$ cat config.mk
export PLATFORM = sky130hd
export DESIGN_NAME = seg_xlate
export DESIGN_NICKNAME = d
export VERILOG_FILES = /design/src/rtl/sgx_pkg.sv /design/src/rtl/seg_bank.sv /design/src/rtl/seg_xlate_stage.sv /design/src/rtl/seg_xlate.sv
export SDC_FILE = /design/constraint.sdc
export NUM_CORES = 1
export LEC_CHECK = 0
export BUFFER_PORTS_ARGS = -buffer_cell sky130_fd_sc_hd__buf_2
export CORE_MARGIN = 2
export CORE_UTILIZATION = 56
export CTS_CLUSTER_SIZE = 8
export DETAILED_ROUTE_END_ITERATION = 8
export GPL_TIMING_DRIVEN = 0
export PLACE_DENSITY = 0.78
export SLEW_MARGIN = 25
export SYNTH_ARGS = -nofsm -noshare
export SYNTH_HDL_FRONTEND = slang
export SYNTH_HIERARCHICAL = 1
export SYNTH_SLANG_ARGS = --single-unit
$ cat constraint.sdc
create_clock -name clk -period 2.5 [get_ports clk]
set_clock_uncertainty 0.2 [all_clocks]
set_input_delay 0.125 -clock clk [delete_from_list [all_inputs] [get_ports clk]]
set_output_delay 0.125 -clock clk [all_outputs]
set_load 0.05 [all_outputs]
$ cat src/rtl/sgx_pkg.sv
package sgx_pkg;
  // Source of the next value for one segment register
  typedef enum logic [1:0] {
    SRC_KEEP   = 2'd0,
    SRC_CTX    = 2'd1,
    SRC_SINGLE = 2'd2
  } sr_src_e;
endpackage

$ cat src/rtl/seg_bank.sv
module seg_bank
  import sgx_pkg::*;
#(
  parameter int SEG_BITS = 4,
  parameter int VSID_W   = 24
) (
  input  logic                                 clk,
  input  logic                                 rst_n,
  input  logic                                 ctx_load,
  input  logic [VSID_W-1:0]                    ctx_base,
  input  logic                                 sr_we,
  input  logic [SEG_BITS-1:0]                  sr_idx,
  input  logic [VSID_W-1:0]                    sr_data,
  output logic [(1<<SEG_BITS)-1:0][VSID_W-1:0] sr_bank
);
  localparam int NUM      = 1 << SEG_BITS;
  localparam int HALF     = NUM / 2;
  localparam int CTX_BITS = SEG_BITS - 1;
  localparam logic [VSID_W-1:0] ALIGN_MASK = ~VSID_W'((1 << CTX_BITS) - 1);

  for (genvar i = 0; i < NUM; i++) begin : g_reg
    localparam bit IS_USER = (i < HALF);
    logic [VSID_W-1:0] q;
    sr_src_e           src;

    always_comb begin
      src = SRC_KEEP;
      if (sr_we && (sr_idx == SEG_BITS'(i))) src = SRC_SINGLE;
      if (IS_USER && ctx_load) src = SRC_CTX;
    end

    always_ff @(posedge clk) begin
      if (!rst_n) begin
        q <= '0;
      end else begin
        case (src)
          SRC_CTX:    q <= (ctx_base & ALIGN_MASK) | VSID_W'(i);
          SRC_SINGLE: q <= sr_data;
          default:    q <= q;
        endcase
      end
    end

    assign sr_bank[i] = q;
  end
endmodule

$ cat src/rtl/seg_xlate_stage.sv
module seg_xlate_stage #(
  parameter int EA_W     = 32,
  parameter int SEG_BITS = 4,
  parameter int VSID_W   = 24
) (
  input  logic                                 clk,
  input  logic                                 rst_n,
  input  logic [(1<<SEG_BITS)-1:0][VSID_W-1:0] sr_bank,
  input  logic                                 req_valid,
  output logic                                 req_ready,
  input  logic [EA_W-1:0]                      req_ea,
  output logic                                 rsp_valid,
  input  logic                                 rsp_ready,
  output logic [VSID_W+EA_W-SEG_BITS-1:0]      rsp_va
);
  localparam int OFF_W = EA_W - SEG_BITS;

  logic                accept;
  logic [SEG_BITS-1:0] seg_sel;
  logic [VSID_W-1:0]   vsid;

  assign req_ready = !rsp_valid || rsp_ready;
  assign accept    = req_valid && req_ready;
  assign seg_sel   = req_ea[EA_W-1 -: SEG_BITS];
  assign vsid      = sr_bank[seg_sel];

  always_ff @(posedge clk) begin
    if (!rst_n) begin
      rsp_valid <= 1'b0;
      rsp_va    <= '0;
    end else if (accept) begin
      rsp_valid <= 1'b1;
      rsp_va    <= {vsid, req_ea[OFF_W-1:0]};
    end else if (rsp_ready) begin
      rsp_valid <= 1'b0;
    end
  end
endmodule

$ cat src/rtl/seg_xlate.sv
module seg_xlate #(
  parameter int EA_W     = 32,
  parameter int SEG_BITS = 4,
  parameter int VSID_W   = 24
) (
  input  logic                               clk,
  input  logic                               rst_n,
  input  logic                               req_valid,
  output logic                               req_ready,
  input  logic [EA_W-1:0]                    req_ea,
  output logic                               rsp_valid,
  input  logic                               rsp_ready,
  output logic [VSID_W+EA_W-SEG_BITS-1:0]    rsp_va,
  input  logic                               ctx_load,
  input  logic [VSID_W-1:0]                  ctx_base,
  input  logic                               sr_we,
  input  logic [SEG_BITS-1:0]                sr_idx,
  input  logic [VSID_W-1:0]                  sr_data
);
  localparam int NUM = 1 << SEG_BITS;

  logic [NUM-1:0][VSID_W-1:0] sr_bank;

  seg_bank #(
    .SEG_BITS(SEG_BITS),
    .VSID_W  (VSID_W)
  ) u_bank (
    .clk     (clk),
    .rst_n   (rst_n),
    .ctx_load(ctx_load),
    .ctx_base(ctx_base),
    .sr_we   (sr_we),
    .sr_idx  (sr_idx),
    .sr_data (sr_data),
    .sr_bank (sr_bank)
  );

  seg_xlate_stage #(
    .EA_W    (EA_W),
    .SEG_BITS(SEG_BITS),
    .VSID_W  (VSID_W)
  ) u_stage (
    .clk      (clk),
    .rst_n    (rst_n),
    .sr_bank  (sr_bank),
    .req_valid(req_valid),
    .req_ready(req_ready),
    .req_ea   (req_ea),
    .rsp_valid(rsp_valid),
    .rsp_ready(rsp_ready),
    .rsp_va   (rsp_va)
  );
endmodule

==> results of run 1 <==
-- synth_stat cells, types with 5 or more instances --
master,n
a31oi_1,168
and2_1,12
buf_4,14
mux4_2,95
clkbuf_1,259
o21ai_0,391
nand2_1,45
and2b_1,5
buf_2,55
a21boi_1,47
a21boi_0,316
mux2_2,48
a21oi_1,53
buf_1,11
o22ai_1,9
nor2b_1,169
dfxtp_1,437
and2_0,10
buf_6,6
nand3_1,224
a221o_1,24
o221a_2,8
-- flip-flops by register name, summed over array words and instances (netlist names) --
register,cells
u_bank/g.q,384
u_stage/rsp_va,52
u_stage/rsp_valid,1
-- per-layer routing --
| metal | routed length, um | part of all wire |
|---|---|---|
| met1 | 32800 | 0.33 |
| met2 | 42200 | 0.43 |
| met3 | 15400 | 0.16 |
| met4 | 8040 | 0.082 |
| met5 | 17 | 0.00017 |
-- cells by family (layout without fill, tap and decap cells) --
family	count (synthesis)	after routing	share of synthesized area
other	0	3	0
and+or+nand+nor	478	478	0.118
DFF	437	437	0.396
AOI/OAI and AO/OA	1027	1027	0.295
buffers and inverters	349	610	0.0676
muxes	144	144	0.123
-- placed cells by master (no fill, tap or decap), drive strengths merged --
cell type / instances
buf: 201
mux2: 48
nor2b: 169
inv: 5
a21oi: 53
and3: 1
o22ai: 9
clkinv: 1
and2b: 5
dfxtp: 437
nor2: 1
nand3: 224
mux4: 96
o21bai: 7
or3b: 1
a221o: 24
and4bb: 1
nor4: 1
nand2: 45
nand3b: 2
and2: 22
nor4b: 1
nand2b: 2
a21boi: 363
diode: 3
dlygate4sd3: 83
clkbuf: 320
and3b: 1
o221a: 12
nor3: 1
a31oi: 168
or2: 1
o21ai: 391
-- timing repair --
action                                  4_1_cts  5_1_grt
endpoints found under the setup margin        0        6
resized for setup                             0        1
hold endpoints to repair                    169        0
hold buffers                                 83        0
-- metrics by stage --
step	cells	instance area, sq um	util
detailed placement	3067	23300	0.600
CTS	3214	25700	0.662
floorplan	2435	22100	-
global route	3214	25700	0.662
global placement	3067	23300	0.600
finish	3217	25700	0.662
-- area by class of cell --
cell class	count	area, sq um	share of cell area
timing repair buffer	197	1400	0.0545
tap	518	648	0.0252
multi-input combinational	1649	11800	0.461
clock buffer	61	1530	0.0594
antenna	3	7.51	0.000292
buffer	346	1480	0.0577
inverter	3	11.3	0.000438
sequential	437	8750	0.340
clock inverter	3	22.5	0.000876
-- final timing paths --
kind	startpoint	endpoint	slack (ps)	depth (start not counted)
setup reg to reg	u_stage/rsp_valid$_SDFFE_PN0P_	u_stage/rsp_va[15]$_SDFFE_PN0P_	110	6
hold reg to reg	u_bank/g_reg[6].q[0]$_SDFFE_PN0P_	u_bank/g_reg[6].q[0]$_SDFFE_PN0P_	260	2
hold / removal	ctx_base[17]	u_bank/g_reg[0].q[17]$_SDFFE_PN0P_	70	5
setup / recovery	req_ea[31]	u_stage/rsp_va[32]$_SDFFE_PN0P_	80	6
-- critical path, delay by kind of cell --
family,cells,cell delay (ps)
buffers and inverters,3,1440
multiplexers,2,810
AO/OA/AOI/OAI,1,330
-- power by group through the flow --
| stage | combinational, W | clock [W] | sequential [W] |
|---|---|---|---|
| 3_5_place_dp | 0.00221 | 0 | 0.00749 |
| 2_1_floorplan | 0.00125 | 0 | 0.00757 |
| 5_1_grt | 0.00254 | 0.00754 | 0.00737 |
| 4_1_cts | 0.00233 | 0.00725 | 0.00735 |
| 3_3_place_gp | 0.00217 | 0 | 0.00748 |
| 6_report | 0.00251 | 0.00729 | 0.00736 |
==> results.yml, run 1 <==
yosys:
  netlist_area_sq_um: 22100
  syn_area_per_cell_sq_um: 9.07
  syn_nets: 2525
  synth_area_leaders: "dfxtp_1 40%, a21boi_0 11%, mux4_2 9.7%, o21ai_0 8.9%, nand3_1 5.1%"
  async_reset_ff_frac: 0
  synth.largest_area_cell: "dfxtp_1"
  synth_top_area_frac: 0.396
  ys_seq_area_frac: 0.396
  synth_warnings: 6
  synth_ff_type: "dfxtp_1"
  ys_types: 40
  ys_seq_elements: 437
  synth_cells: 2435
  synth_edf_count: 0
die:
  die_y_um: 203
  boundaryPins: 144
  die_area_sq_um: 41000
  chipWidth_um: 203
  rows: 72
  core-area_sq_um: 38800
  initial_core_util: 0.569
run:
  drv_cap: 0
cts:
  cts.clk_slew.worst_paths_ps: 50
  cts_root_buf: "clkbuf_16"
  cts_buffers: 60
  h-tree-depth: 2
  post_cts_buffers: 0
  clock_sinks: 437
  clockBufferDepth: 3
  cts_tree: "yes"
  clk_latency_ps: 640
global_routing:
  grt.total_usage: 0.471
  grt_pass1_wl_um: 143000
  grtUsageMet2: 0.723
  grt_pass1_vias: 22917
  grt_overflow: 0
  grt_use_met1: 0.542
  antenna_found_initial: 4
  top_usage_layer: "met2"
  grt_max_degree: 16
  use_met3: 0.181
sta:
  worst_pin_slew_ps: 992
  fmax_mhz: 412
  rsz0062_at_grt: "false"
  post-route-min-period_ps: 2420
  holdWs_ps: 74.3
  setup_viol: 0
  fin_crit_sh: 0.970
  fin_tns_setup_ps: 0
  hold_violations: 0
  slew_violations: 0
  slew_headroom: 0.339
  timing.final.ws_setup_ps: 75.3
route:
  dr.pass1.iters: 8
  drc: 0
  vias: 23001
  antenna_left: 0
  wl_per_cell_um: 30.6
  vias_per_cell: 7.15
  drt_iter0_markers: 3416
  wl_um: 98500
final_layout:
  syn2layout_area_growth_pct: 16.4
  nFillCells: 3103
  fin_nets: 2784
  drive_gt1_frac: 0.154
placed_design:
  dpl.hpwl_um: 69200
  buffer_ports.inserted: 114
  place.gp.congestion: 1.03
  pre_cts_ws_ps: -354
critical_path:
  slowest_stage: "buf_1"
  path_class: "primary input to flip-flop"
  path_cells: "buf_2 -> buf_2 -> buf_1 -> mux4_2 -> mux2_2 -> a221o_1"
  critPathCaptureType: "flip-flop"
  crit_top_cell: "buf_2"
  slowest_delay_ps: 760
  cp.required_ps: 2800
  startpoint_type: "primary input"
  critPathMaxFanout: 10
  crit_arrival_ps: 2730
pwr:
  p_comb_frac: 0.146
  p_total_w: 0.0172
  switching_power_w: 0.00491
  cell_internal_pwr_w: 0.0123
  switching_share: 0.286
  ir_drop_uv: 488
  sequentialPowerShare: 0.429
  p_per_area_nw_per_um2: 668
  clkPwrFrac: 0.425
  cellLeakagePower_nw: 8.77
status:
  status: "finished, final reports clean"
min_path:
  hold_class: "primary input to flip-flop"
(Power assumes the default switching activity.)
==> inputs of run 2 (changes only) <==
- REMOVE_ABC_BUFFERS: default -> 1
==> results.yml, run 2 (synthesis gave the netlist of run 1 again) <==
status:
  status: "finished, final reports clean"
cts:
  clock_sinks: 437
  cts.clk_slew.worst_paths_ps: 50
  cts_root_buf: "clkbuf_16"
  cts_tree: "yes"
  clk_latency_ps: 590
  clockBufferDepth: 3
  h-tree-depth: 2
  cts_buffers: 60
sta:
  hold_violations: 0
  slew_headroom: 0.336
  slew_violations: 0
  fin_crit_sh: 0.998
  setup_viol: 0
  worst_pin_slew_ps: 992
  post-route-min-period_ps: 2490
  timing.final.ws_setup_ps: 5.47
  fmax_mhz: 401
critical_path:
  path_class: "primary input to flip-flop"
  timing.rr.end: "u_stage/rsp_va[7]$_SDFFE_PN0P_"
  slowest_stage: "dlygate4sd3_1"
  startpoint_type: "primary input"
  path_cells: "dlygate4sd3_1 -> buf_6 -> dlygate4sd3_1 -> a21oi_1 -> a221o_1"
  slowest_delay_ps: 1270
  critPathMaxFanout: 34
  critPathCaptureType: "flip-flop"
  crit_top_cell: "dlygate4sd3_1"
  r2r_start: "u_stage/rsp_valid$_SDFFE_PN0P_"
  crit_arrival_ps: 2760
  r2r_cells: 5
  rrSetupSlack_ps: 130
  cp.required_ps: 2760
global_routing:
  antenna_found_initial: 1
  grt_max_degree: 153
  grt_pass1_vias: 20524
  grt_overflow: 0
  grt_pass1_wl_um: 111000
  grt.total_usage: 0.336
route:
  vias: 20534
  met2WireLength_um: 34800
  antenna_left: 0
  dr.pass1.iters: 6
  wl_um: 72100
  drt_iter0_markers: 2365
  highest_layer: "met5"
  wl_per_cell_um: 24.0
  wl_met1_um: 26900
  vias_per_cell: 6.84
  wl_met3_um: 7400
  drc: 0
run:
  drv_cap: 0
placed_design:
  place.gp.congestion: 0.762
  buffer_ports.inserted: 140
  pre_cts_ws_ps: -1380
  post_dp_cell_area_sq_um: 23100
  dpl.hpwl_um: 37000
pwr:
  p_comb_frac: 0.135
  p_per_area_nw_per_um2: 641
  p_total_w: 0.0166
  ir_drop_uv: 617
  sequentialPowerShare: 0.441
  switching_power_w: 0.00433
  cell_internal_pwr_w: 0.0123
  cellLeakagePower_nw: 9.01
  clkPwrFrac: 0.424
  switching_share: 0.260
die:
  die_y_um: 203
  boundaryPins: 144
  die_area_sq_um: 41000
  initial_core_util: 0.569
  chipWidth_um: 203
  rows: 72
  core-area_sq_um: 38800
final_layout:
  largestRegisters: "u_bank/g.q: 384 flops, u_stage/rsp_va: 52 flops, u_stage/rsp_valid: 1 flops"
  fin_nets: 2572
  regMostFlops: "u_bank/g.q"
  fin_area_sq_um: 26000
  layout_common_cells: "437 x dfxtp_1, 391 x o21ai_0, 316 x a21boi_0"
  syn2layout_area_growth_pct: 17.6
  largest_register_ffs: 384
  layout_commonest_cell: "dfxtp_1"
  drive_gt1_frac: 0.182
min_path:
  min_path_cells: 4
  hold_class: "primary input to flip-flop"
  hold_path_end: "u_bank/g_reg[3].q[12]$_SDFFE_PN0P_"
  min-delay-start: "rst_n"
[run 2: what timing repair did]
action                                  CTS  global route
hold endpoints to repair                417             6
hold buffers                            114             4
buffers inserted                          1             0
endpoints found under the setup margin   25            15
cloned                                    2             1
pin swaps                                 0             0
resized for setup                         4             2
[run 2: routing by layer]
| metal | vias to the layer above | track usage |
|---|---|---|
| li1 | 8975 | - |
| met3 | 252 | 0.0573 |
| met1 | 9962 | 0.417 |
| met4 | 2 | 0.149 |
| met5 | - | 0 |
| met2 | 1343 | 0.574 |
[run 2: cell type report]
| type | instances | area [sq um] |
|---|---|---|
| fill | 2870 | 12900 |
| multi-input combinational | 1649 | 12000 |
| sequential | 437 | 8750 |
| timing repair buffer | 329 | 3060 |
| clock buffer | 61 | 1530 |
| tap | 518 | 648 |
| inverter | 3 | 21.3 |
| timing repair inverter | 2 | 10.0 |
| clock inverter | 1 | 5.00 |
| antenna | 1 | 2.50 |
[run 2: worst max-delay path by stage]
stage / slack [ps] / cells after the start / startpoint / to
6_report: 5 / 5 / req_valid / u_stage/rsp_va[35]$_SDFFE_PN0P_
5_1_grt: -3 / 8 / req_valid / u_stage/rsp_va[40]$_SDFFE_PN0P_
4_1_cts: 100 / 7 / req_valid / u_stage/rsp_va[40]$_SDFFE_PN0P_
3_5_place_dp: -1380 / 9 / rst_n / u_stage/rsp_va[28]$_SDFFE_PN0P_
3_3_place_gp: -16150 / 4 / ctx_load / u_bank/g_reg[3].q[0]$_SDFFE_PN0P_
2_1_floorplan: -6010 / 3 / ctx_load / u_bank/g_reg[3].q[0]$_SDFFE_PN0P_
[run 2: power by group through the flow]
stage	Sequential (W)	Combinational, W	Clock [W]
3_3_place_gp	0.00746	0.00181	0
3_5_place_dp	0.00747	0.00196	0
4_1_cts	0.00734	0.00215	0.00709
6_report	0.00735	0.00225	0.00705
5_1_grt	0.00736	0.00235	0.00736
2_1_floorplan	0.00757	0.000886	0
[run 2: through the flow]
step           hold slack [ps]  instances   util  TNS (ps)
2_1_floorplan             66.9       2089      -   -824460
3_3_place_gp               180       2747  0.565  -2801890
3_5_place_dp               187       2816  0.595    -38340
4_1_cts                   6.56       2995  0.667         0
5_1_grt                   42.9       3000  0.669     -3.19
6_report                  35.3       3001  0.669         0
[run 2: worst max-delay path: cells and delay by family]
kind / cells / cell delay [ps]
buffers and inverters: 3 / 2120
AOI/OAI and AO/OA: 2 / 500
